==> config.mk <==
export PLATFORM = sky130hd
export DESIGN_NAME = serial_load_ctrl
export DESIGN_NICKNAME = d
export VERILOG_FILES = /design/src/rtl/slc_pkg.sv /design/src/rtl/slc_phase_timer.sv /design/src/rtl/slc_bit_shifter.sv /design/src/rtl/serial_load_ctrl.sv
export SDC_FILE = /design/constraint.sdc
export NUM_CORES = 1
export LEC_CHECK = 0
export BUFFER_PORTS_ARGS = -buffer_cell sky130_fd_sc_hd__clkbuf_2
export CAP_MARGIN = 20
export CORE_ASPECT_RATIO = 1.4
export CORE_MARGIN = 5
export CORE_UTILIZATION = 35
export DETAILED_ROUTE_END_ITERATION = 16
export PLACE_DENSITY_LB_ADDON = 0.15
export SETUP_SLACK_MARGIN = 0.05
export SLEW_MARGIN = 25
export SYNTH_ARGS = -nofsm -noshare
export SYNTH_HDL_FRONTEND = slang
export SYNTH_SLANG_ARGS = --single-unit
==> constraint.sdc <==
create_clock -name clk -period 1.8 [get_ports clk]
set_clock_uncertainty 0.1 [all_clocks]
set_input_delay 0.36 -clock clk [delete_from_list [all_inputs] [get_ports clk]]
set_output_delay 0.36 -clock clk [all_outputs]
set_load 0.02 [all_outputs]
==> src/rtl/slc_pkg.sv <==
package slc_pkg;

  typedef enum logic [2:0] {
    ST_IDLE,
    ST_LOW,
    ST_HIGH,
    ST_GAP,
    ST_STB
  } slc_state_e;

  // Whole system-clock cycles covering a time span, rounded up.
  function automatic int unsigned span_cycles(int unsigned span_ns, int unsigned period_ns);
    return (span_ns + period_ns - 1) / period_ns;
  endfunction

  function automatic int unsigned umax(int unsigned a, int unsigned b);
    return (a > b) ? a : b;
  endfunction

  function automatic int unsigned usub_floor(int unsigned a, int unsigned b);
    return (a > b) ? (a - b) : 0;
  endfunction

endpackage

==> src/rtl/slc_phase_timer.sv <==
module slc_phase_timer #(
  parameter int CW = 4
) (
  input  logic          clk,
  input  logic          rst_n,
  input  logic          load,
  input  logic [CW-1:0] load_val,
  output logic          expired
);

  logic [CW-1:0] remain;

  always_ff @(posedge clk or negedge rst_n) begin
    if (!rst_n) begin
      remain <= '0;
    end else if (load) begin
      remain <= load_val;
    end else if (remain != '0) begin
      remain <= remain - 1'b1;
    end
  end

  assign expired = (remain == '0);

  // A fresh load of zero means a one-cycle phase; a count never wraps.
  assert_timer_no_wrap_R4: assert property (@(posedge clk) disable iff (!rst_n)
    (!load && $past(remain) != '0 && !$past(load)) |-> (remain == $past(remain) - 1'b1));

endmodule

==> src/rtl/slc_bit_shifter.sv <==
module slc_bit_shifter #(
  parameter int WIDTH = 20
) (
  input  logic             clk,
  input  logic             rst_n,
  input  logic             load,
  input  logic [WIDTH-1:0] load_word,
  input  logic             shift,
  output logic             msb
);

  logic [WIDTH-1:0] word_q;

  generate
    if (WIDTH > 1) begin : g_multi
      always_ff @(posedge clk or negedge rst_n) begin
        if (!rst_n) begin
          word_q <= '0;
        end else if (load) begin
          word_q <= load_word;
        end else if (shift) begin
          word_q <= {word_q[WIDTH-2:0], 1'b0};
        end
      end
    end else begin : g_single
      always_ff @(posedge clk or negedge rst_n) begin
        if (!rst_n) begin
          word_q <= '0;
        end else if (load) begin
          word_q <= load_word;
        end
      end
    end
  endgenerate

  assign msb = word_q[WIDTH-1];

  // a loaded word presents its top bit on the next cycle.
  assert_load_presents_msb_R1: assert property (@(posedge clk) disable iff (!rst_n)
    load |=> (msb == $past(load_word[WIDTH-1])));

endmodule

==> src/rtl/serial_load_ctrl.sv <==
module serial_load_ctrl
  import slc_pkg::*;
#(
  parameter int WIDTH               = 20,
  parameter int SYS_PERIOD_NS       = 10,
  parameter int SETUP_NS            = 25,
  parameter int HOLD_NS             = 25,
  parameter int CLK_HIGH_NS         = 50,
  parameter int MIN_SCLK_PERIOD_NS  = 100,
  parameter int CLK_TO_STB_NS       = 100,
  parameter int STB_WIDTH_NS        = 50
) (
  input  logic             clk,
  input  logic             rst_n,
  input  logic             in_valid,
  output logic             in_ready,
  input  logic [WIDTH-1:0] in_data,
  input  logic             blank_mode,
  output logic             ser_clk,
  output logic             ser_data,
  output logic             latch_stb,
  output logic             blank_out,
  output logic             load_done
);

  localparam int unsigned SU_C   = span_cycles(SETUP_NS, SYS_PERIOD_NS);
  localparam int unsigned HD_C   = span_cycles(HOLD_NS, SYS_PERIOD_NS);
  localparam int unsigned CH_C   = span_cycles(CLK_HIGH_NS, SYS_PERIOD_NS);
  localparam int unsigned PER_C  = span_cycles(MIN_SCLK_PERIOD_NS, SYS_PERIOD_NS);
  localparam int unsigned GAP_C  = span_cycles(CLK_TO_STB_NS, SYS_PERIOD_NS);
  localparam int unsigned SW_C   = span_cycles(STB_WIDTH_NS, SYS_PERIOD_NS);

  localparam int unsigned HI_C    = umax(umax(CH_C, HD_C), 1);
  localparam int unsigned LO_C    = umax(umax(SU_C, usub_floor(PER_C, HI_C)), 1);
  localparam int unsigned GAPLO_C = umax(usub_floor(GAP_C, HI_C), 1);
  localparam int unsigned STB_C   = umax(SW_C, 1);
  localparam int unsigned MAXPH_C = umax(umax(HI_C, LO_C), umax(GAPLO_C, STB_C));
  localparam int CW = $clog2(MAXPH_C + 1);
  localparam int BW = (WIDTH > 1) ? $clog2(WIDTH) : 1;

  localparam logic [CW-1:0] LO_M1    = CW'(LO_C - 1);
  localparam logic [CW-1:0] HI_M1    = CW'(HI_C - 1);
  localparam logic [CW-1:0] GAPLO_M1 = CW'(GAPLO_C - 1);
  localparam logic [CW-1:0] STB_M1   = CW'(STB_C - 1);
  localparam logic [BW-1:0] LAST_BIT = BW'(WIDTH - 1);

  slc_state_e    state;
  logic [BW-1:0] bit_idx;
  logic          ready_q, sclk_q, stb_q, blank_q, done_q;
  logic          accept, last_bit, phase_end;
  logic          tmr_load, sh_shift;
  logic [CW-1:0] tmr_val;

  assign accept   = in_valid && ready_q && (state == ST_IDLE);
  assign last_bit = (bit_idx == LAST_BIT);

  slc_phase_timer #(.CW(CW)) u_timer (
    .clk      (clk),
    .rst_n    (rst_n),
    .load     (tmr_load),
    .load_val (tmr_val),
    .expired  (phase_end)
  );

  slc_bit_shifter #(.WIDTH(WIDTH)) u_shifter (
    .clk       (clk),
    .rst_n     (rst_n),
    .load      (accept),
    .load_word (in_data),
    .shift     (sh_shift),
    .msb       (ser_data)
  );

  always_comb begin
    tmr_load = 1'b0;
    tmr_val  = '0;
    sh_shift = 1'b0;
    unique case (state)
      ST_IDLE: if (accept) begin
        tmr_load = 1'b1;
        tmr_val  = LO_M1;
      end
      ST_LOW: if (phase_end) begin
        tmr_load = 1'b1;
        tmr_val  = HI_M1;
      end
      ST_HIGH: if (phase_end) begin
        tmr_load = 1'b1;
        if (last_bit) begin
          tmr_val = GAPLO_M1;
        end else begin
          tmr_val  = LO_M1;
          sh_shift = 1'b1;
        end
      end
      ST_GAP: if (phase_end) begin
        tmr_load = 1'b1;
        tmr_val  = STB_M1;
      end
      default: ;
    endcase
  end

  always_ff @(posedge clk or negedge rst_n) begin
    if (!rst_n) begin
      state   <= ST_IDLE;
      bit_idx <= '0;
      ready_q <= 1'b1;
      sclk_q  <= 1'b0;
      stb_q   <= 1'b0;
      blank_q <= 1'b0;
      done_q  <= 1'b0;
    end else begin
      done_q <= 1'b0;
      unique case (state)
        ST_IDLE: if (accept) begin
          state   <= ST_LOW;
          bit_idx <= '0;
          ready_q <= 1'b0;
          blank_q <= blank_mode;
        end
        ST_LOW: if (phase_end) begin
          state  <= ST_HIGH;
          sclk_q <= 1'b1;
        end
        ST_HIGH: if (phase_end) begin
          sclk_q <= 1'b0;
          if (last_bit) begin
            state <= ST_GAP;
          end else begin
            state   <= ST_LOW;
            bit_idx <= bit_idx + 1'b1;
          end
        end
        ST_GAP: if (phase_end) begin
          state <= ST_STB;
          stb_q <= 1'b1;
        end
        ST_STB: if (phase_end) begin
          state   <= ST_IDLE;
          stb_q   <= 1'b0;
          blank_q <= 1'b0;
          ready_q <= 1'b1;
          done_q  <= 1'b1;
        end
        default: state <= ST_IDLE;
      endcase
    end
  end

  assign in_ready  = ready_q;
  assign ser_clk   = sclk_q;
  assign latch_stb = stb_q;
  assign blank_out = blank_q;
  assign load_done = done_q;

  assert_data_hold_high_R3: assert property (@(posedge clk) disable iff (!rst_n)
    ser_clk |-> $stable(ser_data));

  assert_no_clock_in_strobe_R5: assert property (@(posedge clk) disable iff (!rst_n)
    latch_stb |-> !ser_clk);

  assert_ready_drops_R7: assert property (@(posedge clk) disable iff (!rst_n)
    (in_valid && in_ready) |=> !in_ready);

  assert_done_after_strobe_R8: assert property (@(posedge clk) disable iff (!rst_n)
    load_done |-> ($past(latch_stb) && !latch_stb && in_ready));

  assert_blank_follows_mode_R9: assert property (@(posedge clk) disable iff (!rst_n)
    (in_valid && in_ready) |=> (blank_out == $past(blank_mode)));

  assert_idle_quiet_R10: assert property (@(posedge clk) disable iff (!rst_n)
    in_ready |-> (!ser_clk && !latch_stb && !blank_out));

endmodule

# Word-level counts from Yosys, hierarchy flattened
# Cells that the tools add are included.
# totals
regBits	36
elab_cells	72
output_inout_bits	6
# op_classes
reduce_logical	17
eq_ne	11
n_addsub	2
n_mux	33
# op_table
operator	count
$mux W20	2
$mux W3	9
$mux W5	3
$pmux W3 S5	1
$ne A2 B2 Y1 const B	6
$reduce_bool A2 Y1	6
$mux W1	10
$pmux W1 S2	5
$pmux W5 S2	1
$reduce_and A3 Y1	3
$eq A3 B2 Y1 const B	2
$logic_not A3 Y1	2
$pmux W3 S2	1
$add A5 B1 Y5 const B	1
$eq A5 B5 Y1 const B	1
$reduce_and A5 Y1	1
$reduce_and A4 Y1	1
$eq A3 B1 Y1 const B	1
$eq A3 B3 Y1 const B	1
$reduce_bool A3 Y1	1
$reduce_or A3 Y1	1
$sub A3 B1 Y3 const B	1
$logic_and A1 B1 Y1	2
$mux W2	1

# Depth between registers and ports, before layout
# Gate-level depths: netlist of run 1.
# logic_depth
depth_word	6
ltp_mapped	9

# By module
# A second synthesis of run 1 with hierarchy kept.
# unflattened
cells_unflattened	178
hier_area_um2	1828.0
# modules_own_cells
mod	seq_area_each_um2	cells_each	area_per_inst_um2	n_inst
slc_bit_shifter	500.5	86	923.4	1
serial_load_ctrl	326.6	71	704.4	1
slc_phase_timer	75.1	21	200.2	1

# Least setup slack after synthesis of run 1
# OpenSTA, ideal clock, no wires.
# synth_path
path_kind	reg2reg
start	register u_timer.remain[0]
end	register u_shifter.word_q[10]
setup_ns	0.118
synth_period_minus_slack_ns	1.842
stages_incl_launch_ff	10
setup_slack_ns	-0.042
n_path_buf	3
required_time_ns	1.582
arrival_ns	1.624
path_cell_list	dfrtp_1 inv_1 ha_1 and3b_1 buf_6 and3_4 buf_6 buf_6 a22o_1 a21o_1
# synth_via
elab_chain_len	4
# synth_rtl
element	line_no	source
from (decl)	slc_phase_timer.sv:11	logic [CW-1:0] remain;
from (signal assigned)	slc_phase_timer.sv:17	remain <= load_val;
from (signal assigned)	slc_phase_timer.sv:19	remain <= remain - 1'b1;
$logic_not A3 Y1	slc_phase_timer.sv:23	assign expired = (remain == '0);
$mux W1	serial_load_ctrl.sv:87	ST_HIGH: if (phase_end) begin
$mux W1	serial_load_ctrl.sv:78	unique case (state)
$reduce_bool A2 Y1 (no line)	-	
to (signal assigned)	slc_bit_shifter.sv:20	word_q <= load_word;
to (signal assigned)	slc_bit_shifter.sv:22	word_q <= {word_q[WIDTH-2:0], 1'b0};
to (decl)	slc_bit_shifter.sv:12	logic [WIDTH-1:0] word_q;
# No other way between the ends.
# A chain may end at the register's enable or synchronous reset.

# Worst setup path after layout of run 1
# layout_path
start	register bit_idx[1]
end	register u_shifter.word_q[3]
# layout_via
elab_chain_len	5
# layout_rtl
element	line_no	source
from (decl)	serial_load_ctrl.sv:48	logic [BW-1:0] bit_idx;
from (signal assigned)	serial_load_ctrl.sv:132	bit_idx <= bit_idx + 1'b1;
$eq A5 B5 Y1	serial_load_ctrl.sv:55	assign last_bit = (bit_idx == LAST_BIT);
$mux W1	serial_load_ctrl.sv:89	if (last_bit) begin
$mux W1	serial_load_ctrl.sv:87	
$mux W1	serial_load_ctrl.sv:78	
$reduce_bool A2 Y1 (no line)	-	
# No other way between the ends.

==> results of run 1 <==
## layout by cell type, fill, tap and decap left out, types with 2 or more instances in the layout
cell and count:
clkbuf_2 29, nand2_1 6, a21oi_1 2, o211ai_1 2
o21ai_1 5, clkbuf_8 7, and3b_2 2, o21ai_0 4
buf_6 4, nor2_2 2, a22o_1 20, nor4bb_1 2
a21o_1 19, dfrtp_1 35, nor2b_1 2, and3_4 3
inv_2 2, nor2_1 13, buf_4 12, xnor2_1 2
a211oi_1 2, nand4bb_4 2, nor3_1 3
## flip-flops by register name, indices dropped and copies added (netlist names)
register / cells
in_ready: 1
load_done: 1
blank_out: 1
u_shifter.word_q: 20
bit_idx: 5
u_timer.remain: 3
latch_stb: 1
ser_clk: 1
state: 3
## cells in the mapped netlist, drive strengths merged (2+ instances only)
cell / count
clkbuf: 3
and3: 2
nor3: 3
nor2: 15
nand4bb: 2
nor2b: 2
a21o: 19
and3b: 2
ha: 3
inv: 2
a22o: 20
a21oi: 3
o211ai: 2
o21ai: 9
xnor2: 2
buf: 7
nor4bb: 2
a211oi: 2
dfrtp: 35
nand2: 7
## per-stage QoR
step | util (%) | hold slack (ps) | setup slack (ps) | instance area (um^2)
final | 46.7 | 13.1 | 93.0 | 2260
after detailed placement | 41.7 | 337 | 20.3 | 2020
after global routing | 46.7 | 52.0 | 37.2 | 2260
after global placement | 41.7 | 327 | 58.7 | 2020
after CTS | 44.6 | 24.8 | 37.5 | 2160
after floorplan | - | -35.6 | 17.4 | 1750
## metal layers
layer / vias to the layer above / global-route usage [%] / wire length, um
li1: 668 / - / -
met2: 27 / 22.1 / 2150
met4: 0 / 5.59 / 65
met3: 5 / 3.66 / 171
met1: 694 / 14.4 / 1820
met5: - / 0 / 0
## repair_timing
action,4_1_cts,5_1_grt
resized for setup,3,15
setup buffers,1,2
pin swaps,1,4
cloned,0,4
endpoints found under the setup margin,18,22
## power groups by stage
stage          Combinational (W)  Clock [W]  Sequential, W
2_1_floorplan           0.000772          0        0.00134
3_3_place_gp             0.00108          0        0.00134
3_5_place_dp             0.00111          0        0.00135
4_1_cts                  0.00115   0.000792        0.00133
5_1_grt                  0.00140   0.000836        0.00138
6_report                 0.00127   0.000777        0.00134
## path summary, 6_finish.rpt
path,start,endpoint,depth (start not counted)
max in group asynchronous,rst_n,in_ready,2
max reg2reg,bit_idx[1],u_shifter.word_q[3],6
min in group clk,blank_mode,blank_out,2
min,rst_n,bit_idx[4],2
max,bit_idx[1],u_shifter.word_q[3],6
min reg2reg,u_shifter.word_q[17],u_shifter.word_q[17],1
## kinds of logic (layout without fill, tap and decap cells)
kind of cell             count (synthesis)  after routing  synth area share (%)
flip-flops                              36             36                  51.7
adder cells (fa/ha/maj)                  3              3                  2.15
XOR/XNOR                                 3              3                  1.51
multiplexers                             1              1                 0.645
buffers and inverters                   12             57                  4.16
AND/OR/NAND/NOR                         40             42                  13.8
AO/OA/AOI/OAI                           60             60                  26.0
## layout make-up
| type | instances | area share (%) |
|---|---|---|
| Clock buffer | 7 | 4.26 |
| Timing Repair Buffer | 47 | 13.5 |
| Multi-Input combinational cell | 109 | 37.2 |
| Sequential cell | 36 | 39.9 |
| Tap cell | 64 | 3.54 |
| Clock inverter | 1 | 1.33 |
| Inverter | 2 | 0.332 |
==> impl_metrics.py, run 1 <==
metrics = {
    "floorplan": {
        "rows": 30,
        "die_h_um": 93.6,
        "die-area_um2": 6520,
        "initial_utilization_pct": 36.0,
        "core_um2": 4840,
        "ioPinCount": 30,
        "die_w_um": 69.7,
    },
    "route": {
        "viasPerCell": 5.24,
        "drc_errors": 0,
        "drt_first_pass_iters": 6,
        "ant_nets": 0,
        "dr_total_vias": 1394,
        "wl_mm": 4.21,
        "drt-initial-drc-count": 57,
        "wl_per_cell_um": 15.8,
    },
    "critical_path": {
        "worstPathCellList": "ha_2 -> nand4bb_4 -> buf_4 -> and3_4 -> a22o_1 -> a21o_1",
        "crit_family": "flip-flops",
        "crit_required_ps": 1880,
        "crit_path_end_kind": "flop",
        "cpMaxStageDelayCell": "dfrtp_1",
        "cp_slowest_stage_delay_ps": 380,
        "cp.buffers_inverters": 1,
        "crit_type": "reg -> reg",
        "cp-start-kind": "flop",
        "cp_max_fo": 5,
        "worstPathArrival_ps": 1790,
        "r2r_setup_slack_ps": 90,
    },
    "clocking": {
        "cts_tree": "done",
        "ctsHoldBuffers": 0,
        "htreeDepth": 2,
        "clkSinkCount": 36,
        "cts_buffer_depth": 2,
        "numCtsBuffers": 5,
        "clkTransAtPathRegs_ps": 70,
        "cts-root-buf": "clkbuf_8",
        "clk_latency_ps": 290,
    },
    "synthesis": {
        "yosysTopAreaCell": "dfrtp_1",
        "synth_top_area_share_pct": 50.2,
        "synth_nets": 182,
        "synth_edf_count": 0,
        "synth-seq-area-share_pct": 51.7,
        "async_flop_share_pct": 100,
        "syn_inst": 155,
        "synth.avg_cell_area_um2": 11.3,
        "synth_area_um2": 1750,
        "synth_warnings": 0,
        "synth-main-ff-cell": "dfrtp_1",
        "ys_top_cells_by_area": "dfrtp_1 (50%), a22o_1 (10%), a21o_1 (8.2%)",
        "ys_seq_elements": 36,
        "synth_cell_types": 38,
    },
    "cells_and_area": {
        "nFillCells": 467,
        "diodes": 0,
        "syn_to_final_growth_pct": 29.7,
        "register_area_um2": 902,
        "drive_above_1_share_pct": 35.6,
        "fin_nets": 228,
        "multi_input_area_um2": 842,
        "stdcell_count": 266,
    },
    "sta": {
        "period_share_pct": 94.8,
        "hold_viol": 0,
        "rsz0062_at_grt": "true",
        "fmax_ghz": 0.586,
        "worstMarginPinSlew_ps": 473,
        "setup_violations": 0,
        "slew_headroom_pct": 68.4,
        "finalMaxSlewViolations": 0,
        "fin_crit_ps": 1710,
        "tns_ps": 0,
    },
    "power": {
        "peakVddDrop_mv": 0.688,
        "pwr-share-clk_pct": 23.0,
        "p_leak_nw": 1.17,
        "p_switching_w": 0.00113,
        "switching_share_pct": 33.3,
        "internal_power_w": 0.00226,
        "total_power_w": 0.00338,
        "pwr-share-comb_pct": 37.5,
        "powerDensity_nw_per_um2": 1490,
        "p_seq_share_pct": 39.6,
    },
    "placement": {
        "dp.cells": 251,
        "port_buffers": 29,
        "hpwlAfterDp_mm": 2.79,
        "gp_congestion": 0.835,
    },
    "global_routing": {
        "grt_first_pass_wirelength_mm": 6.64,
        "antenna_found_initial": 0,
        "overflow": 0,
        "grt_pass1_vias": 1437,
        "grt_max_degree": 37,
        "grt_usage_pct": 12.7,
    },
    "run_status": {
        "status": "finished clean",
    },
    "min_path": {
        "hold_class": "in -> async",
    },
    "flow_run": {
        "maxCapViolations": 0,
    },
}
Power figures use the tool's default switching activity.
==> run 2, diff against run 1 <==
--- a/config.mk
+++ b/config.mk
@@ -5,6 +5,7 @@
 export SDC_FILE = /design/constraint.sdc
 export NUM_CORES = 1
 export LEC_CHECK = 0
+export ABC_AREA = 1
 export BUFFER_PORTS_ARGS = -buffer_cell sky130_fd_sc_hd__clkbuf_2
 export CAP_MARGIN = 20
 export CORE_ASPECT_RATIO = 1.4
==> impl_metrics.py, run 2 <==
metrics = {
    "run_status": {
        "status": "finished clean",
    },
    "route": {
        "dr_total_vias": 1821,
        "ant_nets": 0,
        "drt_first_pass_iters": 4,
        "viasPerCell": 4.86,
        "wl_per_cell_um": 12.2,
        "drt-initial-drc-count": 85,
        "wl_mm": 4.58,
        "drc_errors": 0,
    },
    "synthesis": {
        "synth.avg_cell_area_um2": 7.54,
        "synth_warnings": 0,
        "ys_seq_elements": 36,
        "async_flop_share_pct": 100,
        "yosys-top-cells-count": "nand2_1 (110), dfrtp_1 (35), nand3_1 (33)",
        "synth_area_um2": 2040,
        "post-synth-top-count-cell": "nand2_1",
        "synth_top_area_share_pct": 43.0,
        "ys_top_cells_by_area": "dfrtp_1 (43%), nand2_1 (20%), nand3_1 (8.1%)",
        "syn_inst": 270,
        "synth_edf_count": 0,
        "synth-seq-area-share_pct": 44.3,
        "synth_nets": 297,
        "synth_cell_types": 24,
        "yosysTopAreaCell": "dfrtp_1",
        "synth-main-ff-cell": "dfrtp_1",
    },
    "cells_and_area": {
        "diodes": 0,
        "layout_common_cells": "nand2_1 (110), dfrtp_1 (35), nand3_1 (33)",
        "register_area_um2": 902,
        "reg_top3": "u_shifter.word_q x20, bit_idx x5",
        "largest_register_ffs": 20,
        "syn_to_final_growth_pct": 16.2,
        "multi_input_area_um2": 961,
        "top_register": "u_shifter.word_q",
        "final_common_cell": "nand2_1",
        "nFillCells": 635,
        "fin_nets": 331,
        "final_cell_area_um2": 2370,
        "drive_above_1_share_pct": 19.3,
    },
    "critical_path": {
        "reg2reg_from": "bit_idx[0]",
        "cp.buffers_inverters": 2,
        "cp.depth": 8,
        "crit_type": "reg -> reg",
        "setup.worst_path.start": "bit_idx[0]",
        "crit_path_end_kind": "flop",
        "cp_slowest_stage_delay_ps": 420,
        "crit_required_ps": 1880,
        "worstPathArrival_ps": 1720,
        "cpMaxStageDelayCell": "dfrtp_1",
        "cp-start-kind": "flop",
        "r2r_cells": 8,
        "cp_common_cell": "nand2_1",
        "cp_max_fo": 19,
        "worstPathCellList": "ha_1 -> nand2_1 -> inv_1 -> nand2_1 -> nand3_4 -> buf_4 -> nand3_1 -> nand2_1",
        "crit_family": "simple AND/OR/NAND/NOR gates",
    },
    "global_routing": {
        "grt_first_pass_wirelength_mm": 7.89,
        "met3_usage_pct": 2.51,
        "grt_busiest_layer": "met2",
        "antenna_found_initial": 0,
        "grt_usage_pct": 13.4,
        "grt_max_degree": 37,
        "grt_use_met2_pct": 23.1,
        "grt_pass1_vias": 1796,
        "overflow": 0,
        "use_met1_pct": 16.2,
    },
    "clocking": {
        "clk_latency_ps": 280,
        "numCtsBuffers": 5,
        "clkSinkCount": 36,
        "cts_tree": "done",
        "ctsHoldBuffers": 0,
        "cts_buffer_depth": 2,
        "post-cts-setup-buffers": 0,
        "clkTransAtPathRegs_ps": 70,
        "ctsResizeCount": 0,
        "cts-root-buf": "clkbuf_8",
        "htreeDepth": 2,
    },
    "sta": {
        "fin_crit_ps": 1640,
        "tns_ps": 0,
        "fmax_ghz": 0.611,
        "setup_violations": 0,
        "slew_headroom_pct": 68.3,
        "rsz0062_at_grt": "true",
        "worstMarginPinSlew_ps": 476,
        "finalMaxSlewViolations": 0,
        "period_share_pct": 90.9,
        "hold_viol": 0,
    },
    "floorplan": {
        "die_h_um": 100,
        "die_w_um": 74.5,
        "rows": 33,
        "die-area_um2": 7470,
        "core_um2": 5780,
        "initial_utilization_pct": 35.2,
        "ioPinCount": 30,
    },
    "placement": {
        "port_buffers": 29,
        "place_area_um2": 2260,
        "gp_congestion": 0.740,
        "hpwlAfterDp_mm": 3.16,
    },
    "power": {
        "switching_share_pct": 21.8,
        "internal_power_w": 0.00110,
        "pwr-share-clk_pct": 38.9,
        "p_leak_nw": 1.31,
        "p_switching_w": 0.000306,
        "p_seq_share_pct": 57.4,
        "peakVddDrop_mv": 0.398,
        "pwr-share-comb_pct": 3.7,
        "powerDensity_nw_per_um2": 595,
    },
    "flow_run": {
        "maxCapViolations": 0,
    },
    "min_path": {
        "hold_class": "in -> async",
    },
}
-- run 2: kinds of logic after synthesis --
| family | Yosys count | share of synthesized area, % |
|---|---|---|
| buf+inv | 32 | 8.54 |
| fa+ha+maj | 3 | 1.84 |
| compound gates | 9 | 2.33 |
| simple gates | 188 | 42.1 |
| flops | 36 | 44.3 |
| xor+xnor | 2 | 0.860 |
-- run 2: final timing paths --
kind / slack (ps) / end
worst max register to register: 160 / u_shifter.word_q[18]
worst min-delay path: 10 / bit_idx[2]
worst min register to register: 410 / u_shifter.word_q[2]
min in group clk: 180 / blank_out
max in group asynchronous: 1230 / in_ready
worst max-delay path: 160 / u_shifter.word_q[18]
-- run 2: layout make-up --
cell class | count | share of cell area [%]
Inverter | 16 | 2.54
Multi-Input combinational cell | 202 | 40.6
Timing Repair Buffer | 43 | 11.6
Clock buffer | 7 | 3.22
Sequential cell | 36 | 38.1
Tap cell | 70 | 3.70
Clock inverter | 1 | 0.211
-- run 2: metrics by stage --
step / std cells / setup WS, ps / total power [W] / utilization [%] / hold WS, ps
floorplan: 270 / 306 / 0.000833 / - / -35.6
global placement: 363 / 196 / 0.000878 / 39.0 / 347
detailed placement: 363 / 162 / 0.000878 / 39.0 / 344
CTS: 371 / 158 / 0.00144 / 40.4 / 34.0
global route: 375 / 35.6 / 0.00147 / 41.0 / 57.0
finish: 375 / 163 / 0.00141 / 41.0 / 14.4
-- run 2: power groups by stage --
stage	clock network, W	logic [W]	registers [W]
CTS	0.000576	0.0000542	0.000808
global route	0.000604	0.0000602	0.000808
detailed placement	0	0.0000539	0.000824
global placement	0	0.0000535	0.000824
floorplan	0	0.00000894	0.000824
finish	0.000548	0.0000516	0.000809
-- run 2: metal layers --
metal | wire, um | part of all wire [%]
met1 | 2040 | 45
met2 | 2300 | 50
met3 | 165 | 3.6
met4 | 75 | 1.6
met5 | 0 | 0
-- run 2: worst reg2reg max path, cell delays in order, from the launching register on --
cell and delay [ps]:
dfrtp_1 420, ha_1 260, nand2_1 90, inv_1 40, nand2_1 90, nand3_4 140, buf_4 240, nand3_1 100
nand2_1 50
